--- config.mk ---
export PLATFORM = sky130hd
export DESIGN_NAME = vh_row_max
export DESIGN_NICKNAME = d
export VERILOG_FILES = /design/src/rtl/vhmax_pkg.sv /design/src/rtl/vh_seg_phase.sv /design/src/rtl/vh_rev_buf.sv /design/src/rtl/vh_mark_delay.sv /design/src/rtl/vh_row_max.sv
export SDC_FILE = /design/constraint.sdc
export NUM_CORES = 1
export LEC_CHECK = 0
export BUFFER_PORTS_ARGS = -buffer_cell sky130_fd_sc_hd__buf_4
export CAP_MARGIN = 20
export CORE_MARGIN = 5
export CORE_UTILIZATION = 25
export DETAILED_ROUTE_END_ITERATION = 8
export PLACE_DENSITY = 0.42
export SLEW_MARGIN = 10
export SYNTH_ARGS = -nofsm -noshare
export SYNTH_HDL_FRONTEND = slang
export SYNTH_SLANG_ARGS = --single-unit
--- constraint.sdc ---
create_clock -name clk -period 4.72 [get_ports clk]
set_input_delay 0.944 -clock clk [delete_from_list [all_inputs] [get_ports clk]]
set_output_delay 0.944 -clock clk [all_outputs]
set_load 0.02 [all_outputs]
--- src/rtl/vhmax_pkg.sv ---
package vhmax_pkg;

    // Pixel width shared by the row-maximum datapath.
    parameter int PIX_W = 8;

    typedef logic [PIX_W-1:0] pix_t;

    // Registered state of the comparator core.
    typedef struct packed {
        pix_t fwd;   // forward running maximum within the segment
        pix_t bwd;   // backward running maximum of the previous segment
        pix_t cdly;  // forward value delayed by W+1 cycles
        pix_t outp;  // registered window maximum
    } core_t;

    function automatic pix_t pix_max(input pix_t a, input pix_t b);
        return (a > b) ? a : b;
    endfunction

endpackage

--- src/rtl/vh_seg_phase.sv ---
module vh_seg_phase #(
    parameter int W = 9,
    localparam int AW = $clog2(W)
) (
    input  logic          clk,
    input  logic          rst_n,
    output logic [AW-1:0] ph,
    output logic          dir
);

    typedef struct packed {
        logic [AW-1:0] ph;
        logic          dir;
    } seg_t;

    seg_t seg_d, seg_q;

    always_comb begin
        seg_d = seg_q;
        if (seg_q.ph == AW'(W - 1)) begin
            seg_d.ph  = '0;
            seg_d.dir = ~seg_q.dir;
        end else begin
            seg_d.ph = seg_q.ph + AW'(1);
        end
    end

    always_ff @(posedge clk or negedge rst_n) begin
        if (!rst_n) begin
            seg_q <= '0;
        end else begin
            seg_q <= seg_d;
        end
    end

    assign ph  = seg_q.ph;
    assign dir = seg_q.dir;

    // After the last slot of a segment the next segment begins at slot 0.
    AST_PHASE_WRAP: assert property (@(posedge clk) disable iff (!rst_n)
        (ph == AW'(W - 1)) |=> (ph == '0 && dir != $past(dir)));

    AST_PHASE_RANGE: assert property (@(posedge clk) disable iff (!rst_n)
        (ph != AW'(W - 1)) |=> (ph == $past(ph) + AW'(1)));

endmodule

--- src/rtl/vh_rev_buf.sv ---
// W-entry buffer with read-before-write at one address per cycle.
// MODE 0: address runs forward in even segments and backward in odd ones.
// MODE 1: the opposite direction of MODE 0.
// MODE 2: address equals the slot index (a plain W-cycle delay).
module vh_rev_buf
    import vhmax_pkg::*;
#(
    parameter int W    = 9,
    parameter int MODE = 0,
    localparam int AW  = $clog2(W)
) (
    input  logic          clk,
    input  logic          rst_n,
    input  logic [AW-1:0] ph,
    input  logic          dir,
    input  pix_t          wr_data,
    output pix_t          rd_data
);

    pix_t          mem_d [W];
    pix_t          mem_q [W];
    logic [AW-1:0] addr;
    logic [AW-1:0] rev;

    assign rev = AW'(W - 1) - ph;

    generate
        if (MODE == 0) begin : g_fwd_first
            assign addr = dir ? rev : ph;
        end else if (MODE == 1) begin : g_rev_first
            assign addr = dir ? ph : rev;
        end else begin : g_plain
            assign addr = ph;
        end
    endgenerate

    assign rd_data = mem_q[addr];

    always_comb begin
        mem_d       = mem_q;
        mem_d[addr] = wr_data;
    end

    always_ff @(posedge clk or negedge rst_n) begin
        if (!rst_n) begin
            for (int i = 0; i < W; i++) begin
                mem_q[i] <= '0;
            end
        end else begin
            mem_q <= mem_d;
        end
    end

endmodule

--- src/rtl/vh_mark_delay.sv ---
module vh_mark_delay #(
    parameter int DEPTH = 11,
    parameter int WIDTH = 3
) (
    input  logic             clk,
    input  logic             rst_n,
    input  logic [WIDTH-1:0] din,
    output logic [WIDTH-1:0] dout
);

    logic [WIDTH-1:0] sh_d [DEPTH];
    logic [WIDTH-1:0] sh_q [DEPTH];

    always_comb begin
        sh_d[0] = din;
        for (int i = 1; i < DEPTH; i++) begin
            sh_d[i] = sh_q[i-1];
        end
    end

    always_ff @(posedge clk or negedge rst_n) begin
        if (!rst_n) begin
            for (int i = 0; i < DEPTH; i++) begin
                sh_q[i] <= '0;
            end
        end else begin
            sh_q <= sh_d;
        end
    end

    assign dout = sh_q[DEPTH-1];

endmodule

--- src/rtl/vh_row_max.sv ---
module vh_row_max
    import vhmax_pkg::*;
#(
    parameter int W    = 9,
    localparam int AW  = $clog2(W),
    localparam int LAT = W + 2
) (
    input  logic             clk,
    input  logic             rst_n,
    input  logic [PIX_W-1:0] in_pix,
    input  logic             in_valid,
    input  logic             in_sol,
    input  logic             in_eol,
    output logic [PIX_W-1:0] out_pix,
    output logic             out_valid,
    output logic             out_sol,
    output logic             out_eol
);

    logic [AW-1:0] ph;
    logic          dir;
    pix_t          px;
    pix_t          rd_seg;
    pix_t          rd_bwd;
    pix_t          rd_fwd;
    core_t         core_d, core_q;
    logic [2:0]    mark_out;

    // Blank slots act as zero pixels.
    assign px = in_valid ? pix_t'(in_pix) : '0;

    vh_seg_phase #(.W(W)) i_phase (
        .clk   (clk),
        .rst_n (rst_n),
        .ph    (ph),
        .dir   (dir)
    );

    // Reversal buffer: the previous segment's pixels come out in reverse order.
    vh_rev_buf #(.W(W), .MODE(0)) i_seg_buf (
        .clk     (clk),
        .rst_n   (rst_n),
        .ph      (ph),
        .dir     (dir),
        .wr_data (px),
        .rd_data (rd_seg)
    );

    // Backward maxima are written in reverse and read back in stream order.
    vh_rev_buf #(.W(W), .MODE(1)) i_bwd_buf (
        .clk     (clk),
        .rst_n   (rst_n),
        .ph      (ph),
        .dir     (dir),
        .wr_data (core_d.bwd),
        .rd_data (rd_bwd)
    );

    // Forward maxima delayed by W cycles.
    vh_rev_buf #(.W(W), .MODE(2)) i_fwd_dly (
        .clk     (clk),
        .rst_n   (rst_n),
        .ph      (ph),
        .dir     (dir),
        .wr_data (core_d.fwd),
        .rd_data (rd_fwd)
    );

    always_comb begin
        core_d = core_q;
        // Comparator 1: forward prefix maximum.
        if (ph == '0) begin
            core_d.fwd = px;
        end else begin
            core_d.fwd = pix_max(core_q.fwd, px);
        end
        // Comparator 2: backward suffix maximum over the reversed segment.
        if (ph == '0) begin
            core_d.bwd = rd_seg;
        end else begin
            core_d.bwd = pix_max(core_q.bwd, rd_seg);
        end
        core_d.cdly = rd_fwd;
        // Comparator 3: combine suffix and prefix into the window maximum.
        core_d.outp = pix_max(rd_bwd, core_q.cdly);
    end

    always_ff @(posedge clk or negedge rst_n) begin
        if (!rst_n) begin
            core_q <= '0;
        end else begin
            core_q <= core_d;
        end
    end

    vh_mark_delay #(.DEPTH(LAT), .WIDTH(3)) i_marks (
        .clk   (clk),
        .rst_n (rst_n),
        .din   ({in_valid, in_sol, in_eol}),
        .dout  (mark_out)
    );

    assign out_pix   = core_q.outp;
    assign out_valid = mark_out[2];
    assign out_sol   = mark_out[1];
    assign out_eol   = mark_out[0];

    // Inside a segment the prefix maximum never falls.
    AST_FWD_MONO: assert property (@(posedge clk) disable iff (!rst_n)
        (ph != '0) |=> (core_q.fwd >= $past(core_q.fwd)));

    // Inside a segment the suffix maximum never falls.
    AST_BWD_MONO: assert property (@(posedge clk) disable iff (!rst_n)
        (ph != '0) |=> (core_q.bwd >= $past(core_q.bwd)));

    // Line markers on the input belong to valid pixels.
    AST_IN_MARK_VALID: assert property (@(posedge clk) disable iff (!rst_n)
        (in_sol || in_eol) |-> in_valid);

    // Delayed markers stay with a valid output slot.
    AST_OUT_MARK_VALID: assert property (@(posedge clk) disable iff (!rst_n)
        (out_sol || out_eol) |-> out_valid);

endmodule

==> out/qor.json <==
{
  "grt": {
    "use_met1": 0.174,
    "grt_pass1_vias": 8379,
    "grt_first_pass_wirelength_um": 50700,
    "met3_usage": 0.0214,
    "met2_resource_use_gr": 0.183,
    "grt_antenna_before_repair": 0,
    "grt_start_max_net_pins": 103,
    "global_route.usage.total": 0.120,
    "grt.overflow.total": 0,
    "grt_most_used_layer": "met2"
  },
  "drt": {
    "routedWlPerCell_um": 17.1,
    "finalWirelength_um": 31700,
    "firstDrtPassIters": 7,
    "dr.first_iter.drc_count": 424,
    "drcViolationCount": 0,
    "drtAntennaViolNets": 0,
    "detailroute.via_count": 8108,
    "via_per_inst": 4.36
  },
  "cells_and_area": {
    "num_antenna_cells": 0,
    "fillers": 5234,
    "final_nets": 1202,
    "drive_above_1_share": 0.162,
    "finish.utilization": 0.297,
    "areaGrowthSynthToFinish_pct": 18.5
  },
  "min_path": {
    "whs_path_depth": 0,
    "min-delay-path-class": "reg -> reg"
  },
  "logic_synthesis": {
    "yosys_warnings": 0,
    "synth_top_area_frac": 0.572,
    "synth_most_common_cell": "sky130_fd_sc_hd__dfrtp_1",
    "synth_top_flop_cell": "sky130_fd_sc_hd__dfrtp_1",
    "synth_async_sr_flop_share": 1.00,
    "synth_nets": 1177,
    "synthMuxAreaShare": 0.118,
    "synth-simple-area-share": 0.110,
    "synth_area_um2": 12500,
    "netlist_top_cells_count": "sky130_fd_sc_hd__dfrtp_1, sky130_fd_sc_hd__nand2_1, sky130_fd_sc_hd__o21ai_0",
    "synthXorXnorAreaFrac": 0.00780,
    "synth-edff-count": 0,
    "synthCells": 1136,
    "synth_top_cell_by_area": "sky130_fd_sc_hd__dfrtp_1",
    "synth-adder-area-share": 0.0280,
    "synth.area.top_cells": "sky130_fd_sc_hd__dfrtp_1, sky130_fd_sc_hd__mux4_2, sky130_fd_sc_hd__o21ai_0, sky130_fd_sc_hd__nand2_1, sky130_fd_sc_hd__ha_1",
    "avgSynthCellArea_um2": 11.0,
    "synthDistinctLibCells": 53,
    "compound_gate_fraction_of_synth_area": 0.124,
    "main_combinational_cell_family_by_area_after_synthesis": "compound AO/OA/AOI/OAI gates",
    "synth-seq-area-share": 0.572,
    "ys_ff_latch": 286
  },
  "pwr": {
    "pwr-share-clk": 0.368,
    "ir_drop_mv": 0.247,
    "power.net_switching_mw": 2.31,
    "power_frac_seq": 0.413,
    "power.share.switching": 0.296,
    "cellPowerDensity_nw_per_um2": 526,
    "internal_power_mw": 5.49,
    "total_leakage_power_nw": 6.57,
    "combinationalPowerShare": 0.219
  },
  "sta": {
    "fin_tns_setup_ns": 0,
    "worst_clock_skew_ns": 0.0229,
    "rsz0062_at_grt": "no",
    "worst_pin_slew_ns": 0.913,
    "report.final.setup_viol": 0,
    "post-route-worst-setup-slack_ns": 0.358,
    "timing.slew.headroom": 0.391,
    "timing_hold_violations_final": 0,
    "layout_worst_path_cycle_share": 0.924,
    "number_of_pins_exceeding_their_max_slew_limit_in_the_final_report": 0,
    "period_minus_slack_ns": 4.36,
    "max_freq_mhz": 229
  },
  "die": {
    "design.die.area_um2": 54600,
    "ios": 24,
    "core_area_um2": 49900,
    "rows": 82,
    "floorplan.die.height_um": 234,
    "die_w_um": 234,
    "start_util": 0.251
  },
  "setup_path": {
    "crit_slowest_cell": "sky130_fd_sc_hd__mux4_1",
    "worstSetupPathType": "reg -> reg",
    "worst_ep_arrival_time_ns": 4.76,
    "reg2regPathDepth": 14,
    "path_cells": "inv_1 > ha_1 > mux2i_4 > buf_4 > mux4_1 > a22o_1 > nor2_1 > ha_1 > nor2b_1 > o211ai_1 > nand4bb_1 > and2_1 > o31ai_4 > o21ai_1",
    "cp.required_ns": 5.12,
    "cell_repeated_most_along_the_worst_path": "sky130_fd_sc_hd__ha_1",
    "worstSetupStartpointType": "flop",
    "crit_path_end_kind": "flop",
    "cpPeakStageDelay_ns": 0.56,
    "crit_path_max_fanout": 10
  },
  "clock_tree": {
    "cts_root_buffer": "sky130_fd_sc_hd__clkbuf_16",
    "cts-htree-levels": 2,
    "cts.path.max_buffers": 3,
    "cts_hold_buf": 0,
    "source_to_sink_clock_delay_at_the_later_pin_of_the_worst_skew_pair_ns": 0.54,
    "clock-sinks": 286,
    "cts_tree": "built",
    "cts_clk_pin_slew_worst_paths_ns": 0.06,
    "numCtsBuffers": 36
  },
  "placed_design": {
    "detailed_place_hpwl_um": 20000,
    "gp_routability_congestion": 0.728,
    "pre_cts_ws_ns": 0.246,
    "port_buffers": 23
  },
  "run_status": {
    "run_status": "finished clean"
  },
  "job": {
    "maxCapViolCount": 0
  }
}
-- power by group through the flow --
stage               logic, mW  clock network, mW  registers (mW)
detailed placement       1.67                  0            3.27
finish                   1.71               2.87            3.22
floorplan                1.19                  0            3.18
CTS                      1.67               2.98            3.23
global placement         1.64                  0            3.25
global route             1.93               3.07            3.29
-- through the flow --
step | power [mW] | instances | area, µm² | hold slack (ns)
floorplan | 4.37 | 1136 | 12500 | 0.331
global placement | 4.89 | 1785 | 13500 | 0.332
detailed placement | 4.93 | 1785 | 13500 | 0.335
CTS | 7.87 | 1851 | 14700 | 0.341
global route | 8.29 | 1861 | 14800 | 0.352
finish | 7.80 | 1861 | 14800 | 0.338
-- area by class of cell --
| cell class | count | area (µm²) | area share |
|---|---|---|---|
| Multi-Input combinational cell | 732 | 4860 | 0.328 |
| Clock buffer | 55 | 1090 | 0.0738 |
| Inverter | 42 | 158 | 0.0106 |
| Clock inverter | 11 | 144 | 0.00971 |
| Sequential cell | 286 | 7160 | 0.483 |
| Tap cell | 672 | 841 | 0.0567 |
| Timing Repair Buffer | 63 | 563 | 0.0380 |
-- cell families after synthesis --
logic type / Yosys count
AO/OA/AOI/OAI: 279
AND/OR/NAND/NOR: 327
buffers and inverters: 118
adder cells (fa/ha/maj): 28
XOR/XNOR: 9
multiplexers: 89
flip-flops: 286
-- cell usage in the layout (no fill, tap or decap), drive strengths merged, types with 5 or more instances in the layout --
cell type / instances
nand2: 230
mux4: 44
a22o: 5
xnor2: 6
and2: 11
nand3: 6
mux2: 17
buf: 63
a21oi: 39
clkbuf: 55
mux2i: 28
ha: 28
inv: 44
clkinv: 5
nor2: 48
o22ai: 8
o21ai: 207
dfrtp: 286
nand3b: 6
-- layer usage --
metal / vias up / part of all wire
met5: - / 0
met4: 0 / 0.019
met3: 38 / 0.032
met2: 80 / 0.45
met1: 4036 / 0.50
li1: 3954 / -
-- registers in the layout, summed over array words and instances (netlist names) --
signal,count
i_bwd_buf.mem_q,72
i_fwd_dly.mem_q,72
i_seg_buf.mem_q,72
i_marks.sh_d,30
core_q,24
out_pix,8
i_phase.ph,4
i_marks.dout,3
i_phase.dir,1
-- critical path: cells and delay by family, from the launching register on --
family	cells	cell delay [ns]
multiplexers	2	0.88
flip-flops	1	0.48
adder cells (fa/ha/maj)	2	0.53
AND/OR/NAND/NOR	4	0.88
AO/OA/AOI/OAI	4	1.09
buffers and inverters	2	0.32
-- final timing paths --
kind,startpoint,end,slack [ns]
hold reg to reg,i_marks.sh_d[19],i_marks.sh_d[16],0.34
hold / removal,i_marks.sh_d[19],i_marks.sh_d[16],0.34
min in group asynchronous,rst_n,out_pix[6],0.42
setup / recovery,i_phase.ph[0],i_bwd_buf.mem_q[50],0.36
max in group asynchronous,rst_n,i_bwd_buf.mem_q[11],3.40
setup reg to reg,i_phase.ph[0],i_bwd_buf.mem_q[50],0.36
-- timing repair --
| action | in CTS | in global routing |
|---|---|---|
| setup buffers | 0 | 8 |
| endpoints found under the setup margin | 0 | 16 |
| gates resized for setup | 0 | 0 |
| hold endpoints to repair | 0 | 0 |
Note: power is estimated with default switching activity, not from simulation.
